--- config.mk ---
export PLATFORM = sky130hd
export DESIGN_NAME = multimode_serial
export DESIGN_NICKNAME = d
export VERILOG_FILES = /design/src/rtl/sp_pkg.sv /design/src/rtl/sp_tick.sv /design/src/rtl/sp_tx.sv /design/src/rtl/sp_rx.sv /design/src/rtl/multimode_serial.sv
export SDC_FILE = /design/constraint.sdc
export NUM_CORES = 1
export LEC_CHECK = 0
export CAP_MARGIN = 20
export CORE_MARGIN = 2
export CORE_UTILIZATION = 47
export CTS_CLUSTER_SIZE = 24
export DETAILED_ROUTE_END_ITERATION = 8
export GPL_ROUTABILITY_DRIVEN = 0
export MAX_ROUTING_LAYER = met4
export PLACE_DENSITY_LB_ADDON = 0.08
export SYNTH_ARGS = -nofsm -noshare
export SYNTH_HDL_FRONTEND = slang
export SYNTH_SLANG_ARGS = --single-unit
--- constraint.sdc ---
create_clock -name clk -period 4.2 [get_ports clk]
set_input_delay 0.63 -clock clk [delete_from_list [all_inputs] [get_ports clk]]
set_output_delay 0.63 -clock clk [all_outputs]
set_load 0.01 [all_outputs]
--- src/rtl/sp_pkg.sv ---
package sp_pkg;

  typedef enum logic [1:0] {
    MD_SHIFT  = 2'd0,
    MD_A8_TMR = 2'd1,
    MD_A9_FIX = 2'd2,
    MD_A9_TMR = 2'd3
  } sp_mode_e;

  // control register bit positions
  localparam int CB_RXEN = 2;
  localparam int CB_TX9  = 3;
  localparam int CB_RX9  = 4;
  localparam int CB_TXF  = 5;
  localparam int CB_RXF  = 6;
  localparam int CB_DBL  = 7;

  function automatic logic vote3(input logic a, input logic b, input logic c);
    return (a & b) | (a & c) | (b & c);
  endfunction

  function automatic logic nine_bit(input sp_mode_e m);
    return (m == MD_A9_FIX) || (m == MD_A9_TMR);
  endfunction

  function automatic logic timer_paced(input sp_mode_e m);
    return (m == MD_A8_TMR) || (m == MD_A9_TMR);
  endfunction

  // start + 8 data + optional ninth + stop
  function automatic logic [3:0] frame_bits(input sp_mode_e m);
    return nine_bit(m) ? 4'd11 : 4'd10;
  endfunction

  // frame image, bit 0 leaves first; unused top bits idle high
  function automatic logic [10:0] async_frame(input logic [7:0] d, input logic b9, input logic nine);
    return nine ? {1'b1, b9, d, 1'b0} : {2'b11, d, 1'b0};
  endfunction

endpackage

--- src/rtl/sp_tick.sv ---
module sp_tick import sp_pkg::*; #(
  parameter int FIX_DIV = 64,
  parameter int OVS     = 16
) (
  input  logic     clk,
  input  logic     rst_n,
  input  sp_mode_e mode,
  input  logic     dbl,
  input  logic     ovf,
  output logic     tick
);
  localparam int FSTEP = FIX_DIV / OVS;
  localparam int CW    = (FSTEP > 2) ? $clog2(FSTEP) : 1;
  localparam logic [CW-1:0] F_FULL = CW'(FSTEP - 1);
  localparam logic [CW-1:0] F_HALF = CW'(FSTEP / 2 - 1);

  logic [CW-1:0] fcnt;
  logic [CW-1:0] flast;
  logic          half;

  assign flast = dbl ? F_HALF : F_FULL;

  always_ff @(posedge clk or negedge rst_n) begin
    if (!rst_n) begin
      fcnt <= '0;
      half <= 1'b0;
    end else begin
      fcnt <= (fcnt >= flast) ? '0 : fcnt + 1'b1;
      if (ovf) half <= ~half;
    end
  end

  // timer-paced: every second overflow, or every overflow when doubled
  assign tick = timer_paced(mode) ? (ovf & (dbl | half)) : (fcnt == flast);

endmodule

--- src/rtl/sp_tx.sv ---
module sp_tx import sp_pkg::*; #(
  parameter int SYNC_DIV = 12,
  parameter int OVS      = 16
) (
  input  logic       clk,
  input  logic       rst_n,
  input  sp_mode_e   mode,
  input  logic       tick,
  input  logic       start,
  input  logic [7:0] data,
  input  logic       b9,
  output logic       ser_out,
  output logic       shift_clk,
  output logic       busy,
  output logic       done
);
  localparam int PW = $clog2(SYNC_DIV);
  localparam int OW = $clog2(OVS);
  localparam logic [PW-1:0] PH_LAST  = PW'(SYNC_DIV - 1);
  localparam logic [PW-1:0] PH_RISE  = PW'(SYNC_DIV / 2);
  localparam logic [OW-1:0] SUB_LAST = OW'(OVS - 1);

  logic [10:0]   sh;
  logic [3:0]    left;
  logic [PW-1:0] ph;
  logic [OW-1:0] sub;
  logic          sync_m;
  logic          step;

  assign sync_m = (mode == MD_SHIFT);
  assign step   = busy && (sync_m ? (ph == PH_LAST) : (tick && sub == SUB_LAST));
  assign done   = step && (left == 4'd1);

  always_ff @(posedge clk or negedge rst_n) begin
    if (!rst_n) begin
      busy <= 1'b0;
      sh   <= '1;
      left <= '0;
      ph   <= '0;
      sub  <= '0;
    end else if (!busy) begin
      if (start) begin
        busy <= 1'b1;
        ph   <= '0;
        sub  <= '0;
        if (sync_m) begin
          sh   <= {3'b111, data};
          left <= 4'd8;
        end else begin
          sh   <= async_frame(data, b9, nine_bit(mode));
          left <= frame_bits(mode);
        end
      end
    end else begin
      ph <= (ph == PH_LAST) ? '0 : ph + 1'b1;
      if (tick) sub <= (sub == SUB_LAST) ? '0 : sub + 1'b1;
      if (step) begin
        sh   <= {1'b1, sh[10:1]};
        left <= left - 4'd1;
        if (left == 4'd1) busy <= 1'b0;
      end
    end
  end

  assign ser_out   = busy ? sh[0] : 1'b1;
  assign shift_clk = (busy && sync_m) ? (ph >= PH_RISE) : 1'b1;

endmodule

--- src/rtl/sp_rx.sv ---
module sp_rx import sp_pkg::*; #(
  parameter int OVS = 16
) (
  input  logic       clk,
  input  logic       rst_n,
  input  logic       en,
  input  sp_mode_e   mode,
  input  logic       tick,
  input  logic       rxd,
  output logic [7:0] data,
  output logic       nine,
  output logic       frame_ok
);
  localparam int OW = $clog2(OVS);
  localparam logic [OW-1:0] SUB_LAST = OW'(OVS - 1);
  localparam logic [OW-1:0] V_A      = OW'(OVS / 2 - 1);
  localparam logic [OW-1:0] V_B      = OW'(OVS / 2);
  localparam logic [OW-1:0] V_C      = OW'(OVS / 2 + 1);

  logic          s1, s2;
  logic          active;
  logic          va, vb;
  logic          bitv;
  logic          decide;
  logic [OW-1:0] sub;
  logic [OW-1:0] idx;
  logic [3:0]    bitn;
  logic [3:0]    stop_n;
  logic [8:0]    sh;

  assign idx      = (sub == SUB_LAST) ? '0 : sub + 1'b1;
  assign stop_n   = frame_bits(mode) - 4'd1;
  assign bitv     = vote3(va, vb, s2);
  assign decide   = active && tick && (idx == V_C);
  assign frame_ok = decide && (bitn == stop_n) && bitv && en;

  always_ff @(posedge clk or negedge rst_n) begin
    if (!rst_n) begin
      s1     <= 1'b1;
      s2     <= 1'b1;
      active <= 1'b0;
      sub    <= '0;
      bitn   <= '0;
      va     <= 1'b0;
      vb     <= 1'b0;
      sh     <= '0;
      data   <= '0;
      nine   <= 1'b0;
    end else begin
      s1 <= rxd;
      s2 <= s1;
      if (tick) begin
        if (!active) begin
          if (en && mode != MD_SHIFT && !s2) begin
            active <= 1'b1;
            sub    <= '0;
            bitn   <= '0;
          end
        end else begin
          sub <= idx;
          if (idx == V_A) va <= s2;
          if (idx == V_B) vb <= s2;
          if (idx == '0) bitn <= bitn + 4'd1;
          if (idx == V_C) begin
            if (bitn == 4'd0) begin
              if (bitv) active <= 1'b0;
            end else if (bitn == stop_n) begin
              active <= 1'b0;
              if (frame_ok) begin
                data <= nine_bit(mode) ? sh[7:0] : sh[8:1];
                if (nine_bit(mode)) nine <= sh[8];
              end
            end else begin
              sh <= {bitv, sh[8:1]};
            end
          end
        end
      end
    end
  end

endmodule

--- src/rtl/multimode_serial.sv ---
module multimode_serial import sp_pkg::*; #(
  parameter int SYNC_DIV = 12,
  parameter int FIX_DIV  = 64,
  parameter int OVS      = 16
) (
  input  logic       clk,
  input  logic       rst_n,
  input  logic       reg_we,
  input  logic       reg_sel,
  input  logic [7:0] reg_wdata,
  output logic [7:0] reg_rdata,
  input  logic       ovf_strobe,
  input  logic       rxd,
  output logic       ser_out,
  output logic       shift_clk,
  output logic       tx_flag,
  output logic       rx_flag
);
  sp_mode_e   mode_q;
  logic       rxen_q, tx9_q, dbl_q, txf_q, rxf_q;
  logic       ctrl_wr, data_wr;
  logic       tick;
  logic       tx_busy, tx_end, rx_end, rx9;
  logic [7:0] rx_byte;

  assign ctrl_wr = reg_we & reg_sel;
  assign data_wr = reg_we & ~reg_sel;

  always_ff @(posedge clk or negedge rst_n) begin
    if (!rst_n) begin
      mode_q <= MD_SHIFT;
      rxen_q <= 1'b0;
      tx9_q  <= 1'b0;
      dbl_q  <= 1'b0;
      txf_q  <= 1'b0;
      rxf_q  <= 1'b0;
    end else begin
      if (ctrl_wr) begin
        mode_q <= sp_mode_e'(reg_wdata[1:0]);
        rxen_q <= reg_wdata[CB_RXEN];
        tx9_q  <= reg_wdata[CB_TX9];
        dbl_q  <= reg_wdata[CB_DBL];
      end
      // set wins; only a write of 0 clears
      txf_q <= tx_end | (txf_q & ~(ctrl_wr & ~reg_wdata[CB_TXF]));
      rxf_q <= rx_end | (rxf_q & ~(ctrl_wr & ~reg_wdata[CB_RXF]));
    end
  end

  sp_tick #(.FIX_DIV(FIX_DIV), .OVS(OVS)) i_tick (
    .clk(clk), .rst_n(rst_n), .mode(mode_q), .dbl(dbl_q),
    .ovf(ovf_strobe), .tick(tick)
  );

  sp_tx #(.SYNC_DIV(SYNC_DIV), .OVS(OVS)) i_tx (
    .clk(clk), .rst_n(rst_n), .mode(mode_q), .tick(tick),
    .start(data_wr), .data(reg_wdata), .b9(tx9_q),
    .ser_out(ser_out), .shift_clk(shift_clk), .busy(tx_busy), .done(tx_end)
  );

  sp_rx #(.OVS(OVS)) i_rx (
    .clk(clk), .rst_n(rst_n), .en(rxen_q), .mode(mode_q), .tick(tick),
    .rxd(rxd), .data(rx_byte), .nine(rx9), .frame_ok(rx_end)
  );

  assign reg_rdata = reg_sel ? {dbl_q, rxf_q, txf_q, rx9, tx9_q, rxen_q, mode_q} : rx_byte;
  assign tx_flag   = txf_q;
  assign rx_flag   = rxf_q;

endmodule

After elaboration in Yosys (flattened, before gate mapping)
Index checks and enable logic that the tools add are counted.
{"block": "totals", "reg_bits": 65, "inputBits": 14, "output_inout_bits": 12, "wordCells": 138}
{"block": "op_classes", "add_sub_neg": 7, "n_lt_le_gt_ge": 2, "eq_ne": 15, "n_mux": 39, "bitwise_logic": 23, "reduce_logical": 29}
{"operator": "4-bit two-way mux", "n": 15}
{"operator": "11-bit two-way mux", "n": 4}
{"operator": "4-bit == test, second input constant", "n": 5}
{"operator": "4-bit by 1-bit adder with 4-bit output, second input constant", "n": 4}
{"operator": "8-bit two-way mux", "n": 2}
{"operator": "1-bit two-way mux", "n": 15}
{"operator": "1-bit logical AND", "n": 11}
{"operator": "1-bit AND", "n": 10}
{"operator": "10-bit two-way mux", "n": 1}
{"operator": "3-bit AND reduction", "n": 3}
{"operator": "4-bit logical NOT", "n": 2}
{"operator": "1-bit NOT", "n": 8}
{"operator": "4-bit by 1-bit subtractor with 4-bit output, second input constant", "n": 2}
{"operator": "7-bit AND reduction", "n": 1}
{"operator": "2-bit AND reduction", "n": 3}
{"operator": "6-bit AND reduction", "n": 1}
{"operator": "2-bit nonzero test", "n": 3}
{"operator": "1-bit bitwise OR", "n": 5}
{"operator": "5-bit AND reduction", "n": 1}
{"operator": "2-bit == test, second input constant", "n": 2}
{"operator": "4-bit by 1-bit == test with 1-bit output, second input constant", "n": 1}
{"operator": "4-bit by 3-bit == test with 1-bit output, second input constant", "n": 1}
{"operator": "4-bit == test", "n": 1}
{"operator": "4-bit by 3-bit greater-or-equal comparator with 1-bit output, second input constant", "n": 1}
{"operator": "10 further kinds", "n": 13}

Logic depth before layout (Yosys ltp)
{"block": "logic_depth", "depth_word": 9, "depth_mapped": 6, "ltp_nobuf": 6}

Modules after synthesis
A second synthesis with hierarchy kept.
{"block": "unflattened", "hier_cells": 350, "area_unflattened_um2": 3759.9}
{"module": "sp_rx", "instances": 1, "cells_each": 143, "area_each_um2": 1702.9, "seq_area_each_um2": 778.2}
{"module": "sp_tx", "instances": 1, "cells_each": 167, "area_each_um2": 1521.5, "seq_area_each_um2": 588.1}
{"module": "multimode_serial", "instances": 1, "cells_each": 29, "area_each_um2": 396.6, "seq_area_each_um2": 175.2}
{"module": "sp_tick", "instances": 1, "cells_each": 11, "area_each_um2": 138.9, "seq_area_each_um2": 75.1}

Worst setup path before layout
OpenSTA, ideal clock, no wires.
{"block": "synth_timing", "path_type": "register to register", "start": "reg i_rx.sub[1]", "end": "reg i_rx.data[0]", "setup_ns": 0.125, "arrival_ns": 1.954, "required_time_ns": 4.075, "slack_ns": 2.121, "path_stages_with_launch": 5, "n_path_buf": 0, "period_less_slack_ns": 2.079, "path_cell_list": "dfrtp_1 -> ha_1 -> o311a_4 -> nor4_4 -> mux2_2"}
{"block": "synth_between", "elab_chain_len": 8, "word_cells_on_any_way": 9, "cone_classes": "add/sub (1); eq/ne (2); mux (1); reduce/logical (5)"}
{"item": "start: declaration", "line": "sp_rx.sv:25", "text": "logic [OW-1:0] sub;"}
{"item": "start signal: assignment", "line": "sp_rx.sv:60", "text": "sub <= idx;"}
{"item": "4-bit by 1-bit adder with 4-bit output / 4-bit == test (equally long branches)", "line": "sp_rx.sv:31", "text": "assign idx = (sub == SUB_LAST) ? '0 : sub + 1'b1;"}
{"item": "4-bit two-way mux *", "line": "sp_rx.sv:31"}
{"item": "4-bit == test *", "line": "sp_rx.sv:34, sp_rx.sv:64"}
{"item": "1-bit logical AND", "line": "sp_rx.sv:34", "text": "assign decide = active && tick && (idx == V_C);"}
{"item": "1-bit logical AND (3 in a row)", "line": "sp_rx.sv:35", "text": "assign frame_ok = decide && (bitn == stop_n) && bitv && en;"}
{"item": "6-bit AND reduction (no source line) *"}
{"item": "end signal: assignment", "line": "sp_rx.sv:70", "text": "data <= nine_bit(mode) ? sh[7:0] : sh[8:1];"}
{"item": "end: declaration", "line": "sp_rx.sv:10", "text": "output logic [7:0] data,"}
Every way passes the cells marked *; elsewhere a longest branch is shown, timed or not.
A chain may end at the register's enable or synchronous reset.

Worst setup path in the final report
{"block": "layout_timing", "start": "in reg_sel", "end": "out reg_rdata[7]"}
{"block": "layout_between", "elab_chain_len": 1}
{"item": "start: declaration", "line": "multimode_serial.sv:9", "text": "input logic reg_sel,"}
{"item": "8-bit two-way mux", "line": "multimode_serial.sv:66", "text": "assign reg_rdata = reg_sel ? {dbl_q, rxf_q, txf_q, rx9, tx9_q, rxen_q, mode_q} : rx_byte;"}
{"item": "end: declaration", "line": "multimode_serial.sv:11", "text": "output logic [7:0] reg_rdata,"}
Every way passes these cells.

==> metrics.cfg <==
[setup_path]
arrival_ns = 2.36
cp_cell_sequence = clkdlybuf4s50_1 > mux2_2 > clkdlybuf4s50_1
regToRegSetupSlack_ns = 1.64
r2r-start = mode_q[1]
r2r_cells = 4
worstReg2RegEnd = i_tx.sh[6]
end_kind = output pin
crit_top_cell = clkdlybuf4s50_1
critPathMaxStageDelay_ns = 0.83
cp.required_ns = 3.57
startpoint_type = input pin
critPathSlowestCell = clkdlybuf4s50_1
crit_type = input pin to output pin
cp_max_fo = 11

[final_layout]
drive_gt1_share_pct = 26.89
multi_input_area_mm2 = 0.001842
instances_no_fill = 456
area_growth_pct = 16.20
fill_cells = 671
layout.nets = 378
n_antenna_cell = 0
seq_area_mm2 = 0.001617

[yosys]
avgSynthCellArea_um2 = 10.95
ys_ff_latch = 64
synth_cell_types = 59
synth_sequential_area_ratio_pct = 45.30
syn_area_mm2 = 0.003568
synth-edff-count = 0
synth_top_flop_cell = dfrtp_1
synth_fp_nets = 352
synthArstFlopShare_pct = 100.0
synth_cells = 326
yosys_warnings = 0

[detailed_routing]
post_drt_wl_per_cell_um = 16.11
drt_pass1_iterations = 5
wl_um = 7347
drt_iter0_drc = 100
viasPerCell = 5.645
post-route-drc-count = 0
vias = 2574
antenna_left = 0

[clock_tree]
clkSinkCount = 64
insertion_delay_ns = 0.34
postCtsSetupBuffers = 0
cts_tree = yes
path_clk_slew_ns = 0.07
cts_resized = 0
cts_root_buf = clkbuf_8
numCtsBuffers = 9
clockBufferDepth = 2
holdBufCountCts = 0
h-tree-depth = 3

[pwr]
vdd_drop_max_v = 0.0001985
leakage_uw = 0.001873
p_per_area_mw_per_mm2 = 551.2

[floorplan]
dieArea_mm2 = 0.008306
core_region_area_mm2 = 0.007292
pin_count = 26
fp.dieH_um = 91.14
die_w_um = 91.14
initial_core_util_pct = 48.94
rows = 31

[global_routing]
grt_max_degree = 42
overflow = 0
grt_pass1_vias = 2505
antenna_found_initial = 0
grt_pass1_wl_um = 12050
track_usage_pct = 18.85

[sta]
tightest_slew_ns = 0.9576
min_period_ns = 2.995
relSlewSlack_pct = 35.15
period_share_pct = 71.31
max_freq_mhz = 333.9
tns_ns = 0
setup_viol = 0
final_max_slew_viol_count = 0
hold_viol = 0
rsz0062_at_grt = no
skew_ns = 0.008891

[flow_run]
cap_violations = 0

[hold_path]
hold_depth = 0
hp-class = flip-flop to flip-flop
hold-path-endpoint = i_rx.s2
worstHoldStart = i_rx.s1

[place]
place_hpwl_um = 4938
io_buffers = 25
dp.cells = 439

[run_status]
run_status = complete, no violations

[registers in the layout, summed over array words and instances, names as in the netlist]
| signal | cells |
|---|---|
| i_tx.sub | 4 |
| i_rx.bitn | 4 |
| mode_q | 2 |
| i_tick.fcnt | 2 |
| rxen_q | 1 |
| i_rx.s2 | 1 |
| i_rx.sub | 4 |
| i_rx.data | 8 |
| i_tx.sh | 10 |
| rx_flag | 1 |
| i_tick.half | 1 |
| i_rx.active | 1 |
| tx_flag | 1 |
| i_tx.ph | 4 |
| i_tx.left | 4 |
| i_tx.busy | 1 |
| i_rx.va | 1 |
| i_rx.sh | 9 |
| tx9_q | 1 |
| i_rx.s1 | 1 |
| i_rx.nine | 1 |
| dbl_q | 1 |
| i_rx.vb | 1 |
[synth_stat cells, types with 5 or more instances]
cell	number	area, µm²
nand3_1	9	45.04
nand2b_1	5	31.28
dfrtp_1	52	1301
nor3_1	7	35.03
inv_1	14	52.55
clkbuf_1	7	26.28
mux2i_1	12	120.1
a21oi_1	7	35.03
o21ai_0	20	100.1
nand2_1	31	116.4
nor2_1	13	48.80
ha_1	12	150.1
dfstp_2	12	315.3
mux2_2	53	596.8
[stage by stage]
step | power (µW) | hold slack, ns | setup slack (ns) | util, % | area (µm²)
after global routing | 2436 | 0.3704 | 1.158 | 56.86 | 4146
after detailed placement | 1637 | 0.3512 | 0.9936 | 53.41 | 3895
final | 2285 | 0.3607 | 1.205 | 56.86 | 4146
after floorplan | 1453 | 0.3344 | 2.121 | - | 3568
after CTS | 2298 | 0.3630 | 1.222 | 56.76 | 4139
after global placement | 1619 | 0.3462 | 1.054 | 53.41 | 3895
[worst max-delay path by stage]
stage	start	end	slack, ns
after floorplan	i_rx.sub[1]	i_rx.data[0]	2.12
after global placement	ovf_strobe	i_tx.left[0]	1.05
after detailed placement	ovf_strobe	i_tx.left[0]	0.99
after CTS	reg_sel	reg_rdata[7]	1.22
after global routing	i_tx.busy	shift_clk	1.16
final	reg_sel	reg_rdata[7]	1.21
[cell type report]
type / instances / area share (%)
clock inverters: 7 / 2.897
repair buffers: 28 / 6.457
inverters: 14 / 1.267
multi-input cells: 235 / 44.42
clock buffers: 9 / 2.987
flip-flops and latches: 64 / 38.99
well taps: 99 / 2.987
[critical path, delay by kind of cell]
kind	cells	cell delay, ns
mux	1	0.40
buf+inv	2	1.32
[layout by cell type (no fill, tap or decap), types with 3 or more instances in the layout]
cell / n
a21oi_1: 7
a22o_1: 3
bufinv_16: 3
clkbuf_8: 9
clkdlybuf4s50_1: 24
dfrtp_1: 52
dfstp_2: 12
ha_1: 12
inv_1: 14
mux2_2: 53
mux2i_1: 12
nand2_1: 31
nand2b_1: 5
nand3_1: 9
nand4_1: 3
nor2_1: 13
nor2b_1: 4
nor3_1: 7
nor3b_1: 3
o21ai_0: 20
o221ai_1: 3
or3b_2: 3
[power breakdown]
group          internal, µW  total [µW]  switching [µW]
logic                   333         675             343
registers               796         958             162
clock network           395         653             258
total                  1520        2290             762
[cell families (layout without fill, tap and decap cells)]
family / Yosys count / in the layout / synth area share, %
buffers and inverters: 27 / 58 / 3.086
XOR/XNOR: 3 / 3 / 0.7365
multiplexers: 65 / 65 / 20.09
AO/OA/AOI/OAI: 57 / 57 / 11.61
AND/OR/NAND/NOR: 97 / 97 / 14.69
flip-flops: 64 / 64 / 45.30
adder cells (fa/ha/maj): 13 / 13 / 4.488
[per-layer routing]
metal	wire, µm	track usage [%]
met5	0	-
met4	150	8.460
met3	211	2.822
met2	3139	27.41
met1	3845	26.19
Power figures use the tool's default switching activity.
